--- config.mk ---
export PLATFORM = sky130hd
export DESIGN_NAME = sram_ctrl
export DESIGN_NICKNAME = d
export VERILOG_FILES = /design/src/rtl/sram_ctrl_pkg.sv /design/src/rtl/sram_ctrl_timer.sv /design/src/rtl/sram_ctrl_fsm.sv /design/src/rtl/sram_ctrl_dpath.sv /design/src/rtl/sram_ctrl_rst_sync.sv /design/src/rtl/sram_ctrl.sv
export SDC_FILE = /design/constraint.sdc
export NUM_CORES = 1
export LEC_CHECK = 0
export BUFFER_PORTS_ARGS = -buffer_cell sky130_fd_sc_hd__buf_4
export CORE_AREA = 4 4 98 100
export CTS_CLUSTER_SIZE = 28
export DETAILED_ROUTE_END_ITERATION = 12
export DIE_AREA = 0 0 102 104
export PLACE_DENSITY = 0.52
export SETUP_SLACK_MARGIN = 0.5
export SYNTH_ARGS = -nofsm -noshare
export SYNTH_HDL_FRONTEND = slang
export SYNTH_SLANG_ARGS = --single-unit
export TNS_END_PERCENT = 20
--- constraint.sdc ---
create_clock -name clk -period 3.2 [get_ports clk]
set_clock_uncertainty 0.1 [all_clocks]
set_input_delay 0.48 -clock clk [delete_from_list [all_inputs] [get_ports clk]]
set_output_delay 0.48 -clock clk [all_outputs]
set_load 0.01 [all_outputs]
--- src/rtl/sram_ctrl_pkg.sv ---
package sram_ctrl_pkg;

  typedef enum logic [2:0] {
    ST_IDLE = 3'd0,
    ST_TURN = 3'd1,
    ST_WR   = 3'd2,
    ST_WEND = 3'd3,
    ST_RD   = 3'd4
  } ctl_st_e;

  typedef enum int unsigned {
    TM_WE_PULSE,
    TM_WR_CYCLE,
    TM_DATA_SETUP,
    TM_ADDR_TO_END,
    TM_ADDR_ACCESS,
    TM_OE_ACCESS,
    TM_OE_FLOAT
  } tm_sel_e;

  // Timing minimums in ns for the two speed grades
  function automatic int unsigned tm_ns(input bit slow, input tm_sel_e sel);
    case (sel)
      TM_WE_PULSE:    return slow ? 50 : 45;
      TM_WR_CYCLE:    return slow ? 70 : 55;
      TM_DATA_SETUP:  return slow ? 55 : 45;
      TM_ADDR_TO_END: return slow ? 60 : 45;
      TM_ADDR_ACCESS: return slow ? 70 : 55;
      TM_OE_ACCESS:   return slow ? 35 : 25;
      default:        return slow ? 25 : 20;
    endcase
  endfunction

  function automatic int unsigned max2(input int unsigned a, input int unsigned b);
    return (a > b) ? a : b;
  endfunction

  // Round up to whole cycles, never below one
  function automatic int unsigned ns_to_cyc(input int unsigned ns, input int unsigned per);
    int unsigned c;
    c = (ns + per - 1) / per;
    return (c == 0) ? 1 : c;
  endfunction

  function automatic int unsigned wr_low_cyc(input bit slow, input int unsigned per);
    int unsigned strobe;
    int unsigned whole;
    strobe = ns_to_cyc(max2(max2(tm_ns(slow, TM_WE_PULSE), tm_ns(slow, TM_DATA_SETUP)),
                            tm_ns(slow, TM_ADDR_TO_END)), per);
    whole  = ns_to_cyc(tm_ns(slow, TM_WR_CYCLE), per);
    return max2(strobe, whole - 1);
  endfunction

  function automatic int unsigned rd_cyc(input bit slow, input int unsigned per);
    return max2(ns_to_cyc(tm_ns(slow, TM_ADDR_ACCESS), per),
                ns_to_cyc(tm_ns(slow, TM_OE_ACCESS), per));
  endfunction

  function automatic int unsigned turn_cyc(input bit slow, input int unsigned per);
    return ns_to_cyc(tm_ns(slow, TM_OE_FLOAT), per);
  endfunction

endpackage

--- src/rtl/sram_ctrl_timer.sv ---
module sram_ctrl_timer #(
  parameter int unsigned CW = 4
) (
  input  logic          clk,
  input  logic          rst_n,
  input  logic          load,
  input  logic [CW-1:0] load_val,
  output logic          zero_q,
  output logic          zero_d
);

  logic [CW-1:0] cnt_q;
  logic [CW-1:0] cnt_d;
  logic          upd;

  always_comb begin
    if (load) begin
      cnt_d = load_val;
    end else if (cnt_q != '0) begin
      cnt_d = cnt_q - 1'b1;
    end else begin
      cnt_d = cnt_q;
    end
  end

  assign upd    = load || (cnt_q != '0);
  assign zero_q = (cnt_q == '0);
  assign zero_d = (cnt_d == '0);

  always_ff @(posedge clk or negedge rst_n) begin
    if (!rst_n) begin
      cnt_q <= '0;
    end else if (upd) begin
      cnt_q <= cnt_d;
    end
  end

endmodule

--- src/rtl/sram_ctrl_fsm.sv ---
module sram_ctrl_fsm
  import sram_ctrl_pkg::*;
#(
  parameter int unsigned W_CYC = 5,
  parameter int unsigned R_CYC = 6,
  parameter int unsigned CW    = 4
) (
  input  logic          clk,
  input  logic          rst_n,
  input  logic          req_valid,
  input  logic          req_write,
  input  logic          ph_zero,
  input  logic          flt_zero_d,
  output logic          req_ready,
  output logic          accept,
  output logic          ph_load,
  output logic [CW-1:0] ph_val,
  output logic          flt_load,
  output logic          capture,
  output logic          cs_n,
  output logic          cs,
  output logic          oe_n,
  output logic          we_n,
  output logic          dq_oe
);

  localparam logic [CW-1:0] W_LD = CW'(W_CYC - 1);
  localparam logic [CW-1:0] R_LD = CW'(R_CYC - 1);

  ctl_st_e st_q;
  ctl_st_e st_d;

  assign req_ready = (st_q == ST_IDLE);
  assign accept    = req_ready && req_valid;
  assign capture   = (st_q == ST_RD) && ph_zero;
  assign flt_load  = capture;

  always_comb begin
    st_d    = st_q;
    ph_load = 1'b0;
    ph_val  = W_LD;
    case (st_q)
      ST_IDLE: begin
        if (accept) begin
          if (req_write) begin
            if (flt_zero_d) begin
              st_d    = ST_WR;
              ph_load = 1'b1;
            end else begin
              st_d = ST_TURN;
            end
          end else begin
            st_d    = ST_RD;
            ph_load = 1'b1;
            ph_val  = R_LD;
          end
        end
      end
      ST_TURN: begin
        if (flt_zero_d) begin
          st_d    = ST_WR;
          ph_load = 1'b1;
        end
      end
      ST_WR: begin
        if (ph_zero) begin
          st_d = ST_WEND;
        end
      end
      ST_WEND: st_d = ST_IDLE;
      ST_RD: begin
        if (ph_zero) begin
          st_d = ST_IDLE;
        end
      end
      default: st_d = ST_IDLE;
    endcase
  end

  // Strobes come straight from flops, decoded from the next state
  always_ff @(posedge clk or negedge rst_n) begin
    if (!rst_n) begin
      st_q  <= ST_IDLE;
      cs_n  <= 1'b1;
      cs    <= 1'b0;
      oe_n  <= 1'b1;
      we_n  <= 1'b1;
      dq_oe <= 1'b0;
    end else begin
      st_q  <= st_d;
      cs_n  <= (st_d == ST_IDLE);
      cs    <= (st_d != ST_IDLE);
      oe_n  <= (st_d != ST_RD);
      we_n  <= (st_d != ST_WR);
      dq_oe <= (st_d == ST_WR) || (st_d == ST_WEND);
    end
  end

endmodule

--- src/rtl/sram_ctrl_dpath.sv ---
module sram_ctrl_dpath #(
  parameter int unsigned AW = 17,
  parameter int unsigned DW = 8
) (
  input  logic          clk,
  input  logic          rst_n,
  input  logic          accept,
  input  logic [AW-1:0] req_addr,
  input  logic [DW-1:0] req_wdata,
  input  logic          capture,
  input  logic [DW-1:0] dq_i,
  output logic [AW-1:0] mem_addr,
  output logic [DW-1:0] dq_o,
  output logic [DW-1:0] rd_data,
  output logic          rd_valid
);

  always_ff @(posedge clk or negedge rst_n) begin
    if (!rst_n) begin
      mem_addr <= '0;
      dq_o     <= '0;
    end else if (accept) begin
      mem_addr <= req_addr;
      dq_o     <= req_wdata;
    end
  end

  always_ff @(posedge clk or negedge rst_n) begin
    if (!rst_n) begin
      rd_data <= '0;
    end else if (capture) begin
      rd_data <= dq_i;
    end
  end

  always_ff @(posedge clk or negedge rst_n) begin
    if (!rst_n) begin
      rd_valid <= 1'b0;
    end else begin
      rd_valid <= capture;
    end
  end

endmodule

--- src/rtl/sram_ctrl_rst_sync.sv ---
module sram_ctrl_rst_sync (
  input  logic clk,
  input  logic rst_in_n,
  output logic rst_out_n
);

  logic meta_q;

  always_ff @(posedge clk or negedge rst_in_n) begin
    if (!rst_in_n) begin
      meta_q    <= 1'b0;
      rst_out_n <= 1'b0;
    end else begin
      meta_q    <= 1'b1;
      rst_out_n <= meta_q;
    end
  end

endmodule

--- src/rtl/sram_ctrl.sv ---
module sram_ctrl
  import sram_ctrl_pkg::*;
#(
  parameter int unsigned AW            = 17,
  parameter int unsigned DW            = 8,
  parameter bit          GRADE_SLOW    = 1'b0,
  parameter int unsigned CLK_PERIOD_NS = 10
) (
  input  logic          clk,
  input  logic          rst_n,
  input  logic          req_valid,
  output logic          req_ready,
  input  logic          req_write,
  input  logic [AW-1:0] req_addr,
  input  logic [DW-1:0] req_wdata,
  output logic          rd_valid,
  output logic [DW-1:0] rd_data,
  output logic [AW-1:0] mem_addr,
  output logic [DW-1:0] mem_dq_o,
  input  logic [DW-1:0] mem_dq_i,
  output logic          mem_dq_oe,
  output logic          mem_cs_n,
  output logic          mem_cs,
  output logic          mem_oe_n,
  output logic          mem_we_n
);

  localparam int unsigned W_CYC   = wr_low_cyc(GRADE_SLOW, CLK_PERIOD_NS);
  localparam int unsigned R_CYC   = rd_cyc(GRADE_SLOW, CLK_PERIOD_NS);
  localparam int unsigned TA_CYC  = turn_cyc(GRADE_SLOW, CLK_PERIOD_NS);
  localparam int unsigned CNT_MAX = max2(max2(W_CYC, R_CYC), TA_CYC);
  localparam int unsigned CW      = $clog2(CNT_MAX + 1);

  logic          rst_sync_n;
  logic          accept;
  logic          ph_load;
  logic [CW-1:0] ph_val;
  logic          ph_zero;
  logic          ph_zero_d;
  logic          flt_load;
  logic          flt_zero_q;
  logic          flt_zero_d;
  logic          capture;

  sram_ctrl_rst_sync u_rst_sync (
    .clk       (clk),
    .rst_in_n  (rst_n),
    .rst_out_n (rst_sync_n)
  );

  sram_ctrl_timer #(.CW(CW)) u_phase (
    .clk      (clk),
    .rst_n    (rst_sync_n),
    .load     (ph_load),
    .load_val (ph_val),
    .zero_q   (ph_zero),
    .zero_d   (ph_zero_d)
  );

  sram_ctrl_timer #(.CW(CW)) u_float (
    .clk      (clk),
    .rst_n    (rst_sync_n),
    .load     (flt_load),
    .load_val (CW'(TA_CYC)),
    .zero_q   (flt_zero_q),
    .zero_d   (flt_zero_d)
  );

  sram_ctrl_fsm #(
    .W_CYC (W_CYC),
    .R_CYC (R_CYC),
    .CW    (CW)
  ) u_fsm (
    .clk        (clk),
    .rst_n      (rst_sync_n),
    .req_valid  (req_valid),
    .req_write  (req_write),
    .ph_zero    (ph_zero),
    .flt_zero_d (flt_zero_d),
    .req_ready  (req_ready),
    .accept     (accept),
    .ph_load    (ph_load),
    .ph_val     (ph_val),
    .flt_load   (flt_load),
    .capture    (capture),
    .cs_n       (mem_cs_n),
    .cs         (mem_cs),
    .oe_n       (mem_oe_n),
    .we_n       (mem_we_n),
    .dq_oe      (mem_dq_oe)
  );

  sram_ctrl_dpath #(
    .AW (AW),
    .DW (DW)
  ) u_dpath (
    .clk       (clk),
    .rst_n     (rst_sync_n),
    .accept    (accept),
    .req_addr  (req_addr),
    .req_wdata (req_wdata),
    .capture   (capture),
    .dq_i      (mem_dq_i),
    .mem_addr  (mem_addr),
    .dq_o      (mem_dq_o),
    .rd_data   (rd_data),
    .rd_valid  (rd_valid)
  );

  // Zero flags not needed by the sequencer are tied off into a local sink
  logic unused_flags;
  assign unused_flags = ph_zero_d ^ flt_zero_q;

endmodule

==> results of run 1 <==
## cells in the mapped netlist (2+ instances only)
master / count
nand2_1: 81
dfrtp_1: 47
inv_1: 8
nor2_1: 6
buf_2: 5
mux2_4: 5
ha_1: 4
o21ai_0: 4
buf_6: 3
dfstp_2: 3
mux2_2: 3
a21o_1: 2
a21oi_1: 2
and2_1: 2
mux2i_1: 2
nor3_1: 2
nor3b_1: 2
o22ai_1: 2
## path summary, 6_finish.rpt
path	to	slack, ps
worst max-delay path	u_dpath.rd_data[7]$_DFFE_PN0P_	1260
worst min-delay path	u_rst_sync.rst_out_n$_DFF_PN0_	260
worst max register to register	u_dpath.rd_data[7]$_DFFE_PN0P_	1260
worst min register to register	u_rst_sync.rst_out_n$_DFF_PN0_	260
max in group asynchronous	u_dpath.rd_data[4]$_DFFE_PN0P_	2010
min in group asynchronous	u_phase.cnt_q[0]$_DFFE_PN0P_	360
## stage by stage
stage          util (%)  hold slack, ps  cell area (um2)  setup slack [ps]  power (mW)
2_1_floorplan         -           84.41             2117              1398       1.838
3_3_place_gp      31.72           163.6             2753              1291       2.350
3_5_place_dp      31.72           165.0             2753              1264       2.364
4_1_cts           33.09           245.9             2872              1223       2.823
5_1_grt           33.09           243.0             2872              1053       3.015
6_report          33.09           257.4             2872              1256       2.759
## report_power, final
group	internal (mW)	leakage, nW	switching, mW
clock	0.230	0.0579	0.209
sequential	0.924	0.612	0.180
combinational	0.624	0.836	0.592
total	1.78	1.51	0.980
## cell type report
class / count / area, um2
fillers: 912 / 5807
flip-flops and latches: 50 / 1256
multi-input cells: 135 / 753.2
repair buffers: 78 / 588.1
well taps: 108 / 135.1
clock buffers: 5 / 68.82
clock inverters: 3 / 40.04
inverters: 8 / 30.03
## worst max-delay path, cell delays in order (launching register included)
cell     delay [ps]
dfrtp_1         400
inv_1            70
ha_1            150
ha_1            360
and3_4          400
mux2_2          360
## metal layers
layer	vias up	wire length, um
met1	721	2165
met2	46	2067
met4	0	65
met3	7	378
met5	-	0
li1	793	-
## registers in the layout, indices dropped and copies added, names as in the netlist
signal / flops
u_fsm.cs: 1
u_rst_sync.meta_q: 1
u_fsm.oe_n: 1
u_dpath.mem_addr: 17
u_phase.cnt_q: 3
u_fsm.cs_n: 1
u_fsm.dq_oe: 1
u_dpath.rd_data: 8
u_float.cnt_q: 3
u_dpath.rd_valid: 1
u_dpath.dq_o: 8
u_rst_sync.rst_out_n: 1
u_fsm.st_q: 3
u_fsm.we_n: 1
## logic make-up after synthesis
| family | synth area share (%) |
|---|---|
| flip-flops | 59.28 |
| XOR/XNOR | 0.8276 |
| AO/OA/AOI/OAI | 6.442 |
| buffers and inverters | 5.142 |
| other | 0.1771 |
| multiplexers | 6.087 |
| AND/OR/NAND/NOR | 19.68 |
| adder cells (fa/ha/maj) | 2.364 |
## timing repair
item / 4_1_cts / 5_1_grt
hold buffers: 1 / 0
setup buffers: 0 / 0
hold endpoints to repair: 2 / 0
==> reports/results.txt, run 1 <==
Worst EP required - 3290 ps
register area share after synthesis - 59.28%
ANT nets after route - 0
routing usage on met2 - 13.37%
Synth Register Bits - 50
area leader, netlist - dfrtp_1
Setup CP Type - flop to flop
ys async rst share - 100.0%
final hold vios - 0
drt via density - 4.049
Synth Flop Type - dfrtp_1
Leak Pwr - 1.506 nW
setup_tns - 0 ps
vias in the first global route - 1574
I/O Buffers - 76
Critical Path Source Type - flop
Synth area leaders - dfrtp_1 56%, nand2_1 14%, dfstp_2 3.7%, mux2_4 3.5%, ha_1 2.4%
final wirelength - 4677 um
Vias - 1567
clk sinks - 50
clock root buffer master - clkbuf_8
largest net degree at the start of global routing - 49
HP Start - u_rst_sync.meta_q$_DFF_PN0_
max-slew violation count - 0
share of cells above drive strength 1 - 37.28%
DP HPWL - 3349 um
GR Util met3 - 2.817%
placer congestion estimate - 0.7142
drt drc - 0
FP Rows - 34
post-route clock period utilization - 60.75%
RSZ-0062 raised after global routing - no
Synth Cell Area - 0.002117 mm2
DIE WIDTH - 102 um
Initial DRC Count - 33
CORE AREA - 0.008678 mm2
Synth Instances - 202
Post-synth EDFFs - 0
dpl cells - 378
Worst-path clk slew - 90 ps
Worst setup EP type - flop
critical path peak fanout - 14
fin cells - 387
Ant. Diodes - 0
crit path DAT - 2030 ps
min-delay worst type - flop to flop
Worst slew margin - 31.37%
worst hold stages - 0
VDD IR max - 0.3103 mV
GRT Max-Usage Layer - met2
Die ar. - 0.01061 mm2
CTS tree - built
worst skew pair latency - 300 ps
Total GRT Usage - 9.044%
Num CTS Buffers - 5
initial core utilization - 24.39%
GR Layer Usage met1 - 12.30%
reg2reg start - u_phase.cnt_q[0]$_DFFE_PN0P_
r2r worst-path depth - 5
area delta synth->final - 35.64%
distinct cell type count after synthesis - 37
post-DR wirelength/cell - 12.09 um
fmax - 514.4 MHz
final setup violation count - 0
drt pass-1 iters - 4
top cell type's share of synthesized area - 55.56%
outcome - finished clean
Ys Warns - 0
min cycle time layout - 1944 ps
PwrDens - 960.8 mW/mm2
final net count - 319
most frequent cells in the layout - 81 x nand2_1, 77 x buf_4, 46 x dfrtp_1
worst-margin pin slew - 1029 ps
global-route wire length before repair - 7665 um
crit path launch - u_phase.cnt_q[0]$_DFFE_PN0P_
max cap viols - 0
Overflow after GRT - 0
Post-CTS Resized - 0
H-tree levels - 2
clock buffer depth - 2
IO Pins - 77
chip height - 104 um
commonest non-fill, non-tap cell in the layout - nand2_1
Mapped Nets - 243
antenna violations before repair - 0
syn avg cell area - 10.48 um2
Power figures use the tool's default switching activity.
==> run 2, diff against run 1 <==
--- a/config.mk
+++ b/config.mk
@@ -10,7 +10,7 @@
 export CTS_CLUSTER_SIZE = 28
 export DETAILED_ROUTE_END_ITERATION = 12
 export DIE_AREA = 0 0 102 104
-export PLACE_DENSITY = 0.52
+export PLACE_DENSITY = 0.54
 export SETUP_SLACK_MARGIN = 0.5
 export SYNTH_ARGS = -nofsm -noshare
 export SYNTH_HDL_FRONTEND = slang
==> constraint.sdc (replaced) <==
create_clock -name clk -period 1.72 [get_ports clk]
set_clock_uncertainty 0.1 [all_clocks]
set_input_delay 0.258 -clock clk [delete_from_list [all_inputs] [get_ports clk]]
set_output_delay 0.258 -clock clk [all_outputs]
set_load 0.01 [all_outputs]
==> run 2 against run 1 <==
  * Die area is the same
  * Sequential share of layout area decreased by 4.2 points
  * Critical path type unchanged
  * Via count rose by 8.2%
  * Wire length up 10%
  * Clock power up 95%
  * Cell area increased by 11%
  * Setup slack got worse by 1200 ps
  * Total power grew 110%
  * Cell count increased by 4.1%
  * Sequential power up 88%
  * Largest power group unchanged
  * Critical path depth up 1
==> reports/results.txt, run 2 (synthesis results as in run 1) <==
global-route wire length before repair - 8362 um (+9.1%)
Initial DRC Count - 27 (-18%)
post-DR wirelength/cell - 12.79 um (+5.9%)
CORE AREA - 0.008678 mm2 (unchanged)
fmax - 618.4 MHz (+20%)
Final Power - 5.878 mW (+110%)
Overflow after GRT - 0 (unchanged)
worst path cell trace - inv_2 -> ha_4 -> and2_4 -> o211ai_4 -> a21oi_2 -> o32a_1
r2r worst-path depth - 6 (+1)
initial core utilization - 24.39% (unchanged)
Die ar. - 0.01061 mm2 (unchanged)
vias in the first global route - 1668 (+6.0%)
DIE WIDTH - 102 um (unchanged)
max cap viols - 0 (unchanged)
share of cells above drive strength 1 - 46.44% (+9.2 points)
WHS Endpoint - u_dpath.mem_addr[4]$_DFFE_PN0N_
number of cells on the critical path - 6 (+1)
Critical Path Source Type - flop
dpl cells - 383 (+1.3%)
Crit path max-delay family - compound AO/OA/AOI/OAI gates
max-slew violation count - 0 (unchanged)
FP Rows - 34 (unchanged)
I/O Buffers - 76 (unchanged)
clock root buffer master - clkbuf_8
fin cells - 403 (+4.1%)
placer congestion estimate - 0.6798 (-4.8%)
commonest non-fill, non-tap cell in the layout - buf_4
clk sinks - 50 (unchanged)
final hold vios - 0 (unchanged)
reg2reg start - u_float.cnt_q[1]$_DFFE_PN0P_
PwrDens - 1852 mW/mm2 (+93%)
worst hold stages - 3 (+3)
FF-to-FF setup slack - 100 ps (-1150 ps)
Ant. Diodes - 0 (unchanged)
chip height - 104 um (unchanged)
hold_ws - 43.58 ps (-213.8 ps)
crit path DAT - 1700 ps (-330 ps)
Vias - 1695 (+8.2%)
WP buf/inv - 1 (unchanged)
drt via density - 4.206 (+3.9%)
worst reg2reg path endpoint - u_phase.cnt_q[2]$_DFFE_PN0P_
worst skew pair latency - 290 ps (about the same)
min cycle time layout - 1617 ps (-326.8 ps)
Top Registers - u_dpath.mem_addr (17), u_dpath.dq_o (8), u_dpath.rd_data (8)
area delta synth->final - 49.88%
Num CTS Buffers - 5 (unchanged)
drt pass-1 iters - 4 (unchanged)
Largest register FFs - 17 (unchanged)
H-tree levels - 2 (unchanged)
critical path peak fanout - 4 (-10)
Total GRT Usage - 9.839% (+0.80 points)
Slowest Stage Delay on Critical Path - 360 ps (-40 ps)
drt drc - 0 (unchanged)
HP Start - req_addr[4]
largest register by flop count - u_dpath.mem_addr
largest net degree at the start of global routing - 34 (-31%)
most frequent cells in the layout - 89 x buf_4, 81 x nand2_1, 46 x dfrtp_1
final net count - 335 (+5.0%)
post-route clock period utilization - 94.02% (+33 points)
final setup violation count - 0 (unchanged)
DP HPWL - 3511 um (+4.8%)
antenna violations before repair - 0 (unchanged)
clock buffer depth - 2 (unchanged)
final wirelength - 5156 um (+10%)
Worst EP required - 1800 ps (-1490 ps)
Worst setup EP type - flop
CTS tree - built
Crit-path slowest cell - dfrtp_1
outcome - finished clean
RSZ-0062 raised after global routing - yes
IO Pins - 77 (unchanged)
ANT nets after route - 0 (unchanged)
Leak Pwr - 1.611 nW (+7.0%)
Setup CP Type - flop to flop
min-delay worst type - input port to flop
Worst-path clk slew - 90 ps (about the same)
VDD IR max - 0.6247 mV (+100%)
[run 2: cell types whose count changed in the layout (fill, tap and decap cells not counted), moves of 3 or more]
cell	change
buf_4	+12
ha_1	-4
ha_4	+4
inv_1	-4
inv_2	+4
mux2_2	-3
mux2_4	+3
o21ai_0	-3
[run 2: final cells by class]
| class | count | area (um2) |
|---|---|---|
| Inverter | 8 | 30.03 |
| Clock buffer | 7 | 86.33 |
| Clock inverter | 1 | 30.03 |
| Timing Repair Buffer | 93 | 733.2 |
| Fill cell | 898 | 5505 |
| Tap cell | 108 | 135.1 |
| Sequential cell | 50 | 1256 |
| Multi-Input combinational cell | 136 | 902.1 |
[run 2: worst max path at each step]
stage | startpoint | end | slack (ps)
after floorplan | u_phase.cnt_q[0]$_DFFE_PN0P_ | u_dpath.rd_data[2]$_DFFE_PN0P_ | -8
after global placement | u_phase.cnt_q[0]$_DFFE_PN0P_ | u_dpath.rd_data[1]$_DFFE_PN0P_ | 80
after detailed placement | u_phase.cnt_q[0]$_DFFE_PN0P_ | u_dpath.rd_data[7]$_DFFE_PN0P_ | 40
after CTS | u_float.cnt_q[1]$_DFFE_PN0P_ | u_phase.cnt_q[2]$_DFFE_PN0P_ | 110
after global routing | u_float.cnt_q[0]$_DFFE_PN0P_ | u_phase.cnt_q[2]$_DFFE_PN0P_ | 40
final | u_float.cnt_q[1]$_DFFE_PN0P_ | u_phase.cnt_q[2]$_DFFE_PN0P_ | 100
[run 2: what timing repair did]
item,in CTS,in global routing
setup buffers,5,5
gates cloned,1,0
gates resized for setup,16,10
pin swaps,6,6
hold buffers,1,0
endpoints found under the hold margin,2,0
endpoints found under the setup margin,54,81
[run 2: per-layer routing]
layer	global-route usage, %	wire length [um]	vias up
met5	0	0	-
met4	2.249	14	0
met3	2.347	265	3
met2	15.46	2523	47
met1	13.66	2353	815
li1	-	-	830
[run 2: tightest hold or removal path, stage by stage]
cell and delay [ps]:
buf_4 80, nand2_1 40, nand2_1 40
[run 2: power breakdown]
group          internal, mW  switching [mW]  total [mW]
clock network         0.475           0.383       0.857
logic                  1.59            1.35        2.95
registers              1.72           0.352        2.07
total                  3.79            2.09        5.88
[run 2: through the flow]
step           setup slack, ps  TNS (ps)  cell area (um2)  utilization, %
2_1_floorplan           -7.912    -39.56             2176               -
3_5_place_dp             44.63         0             2867           33.03
6_report                 102.8         0             3173           36.56
5_1_grt                  43.50         0             3173           36.56
4_1_cts                  107.3         0             3103           35.76
3_3_place_gp             78.31         0             2867           33.03
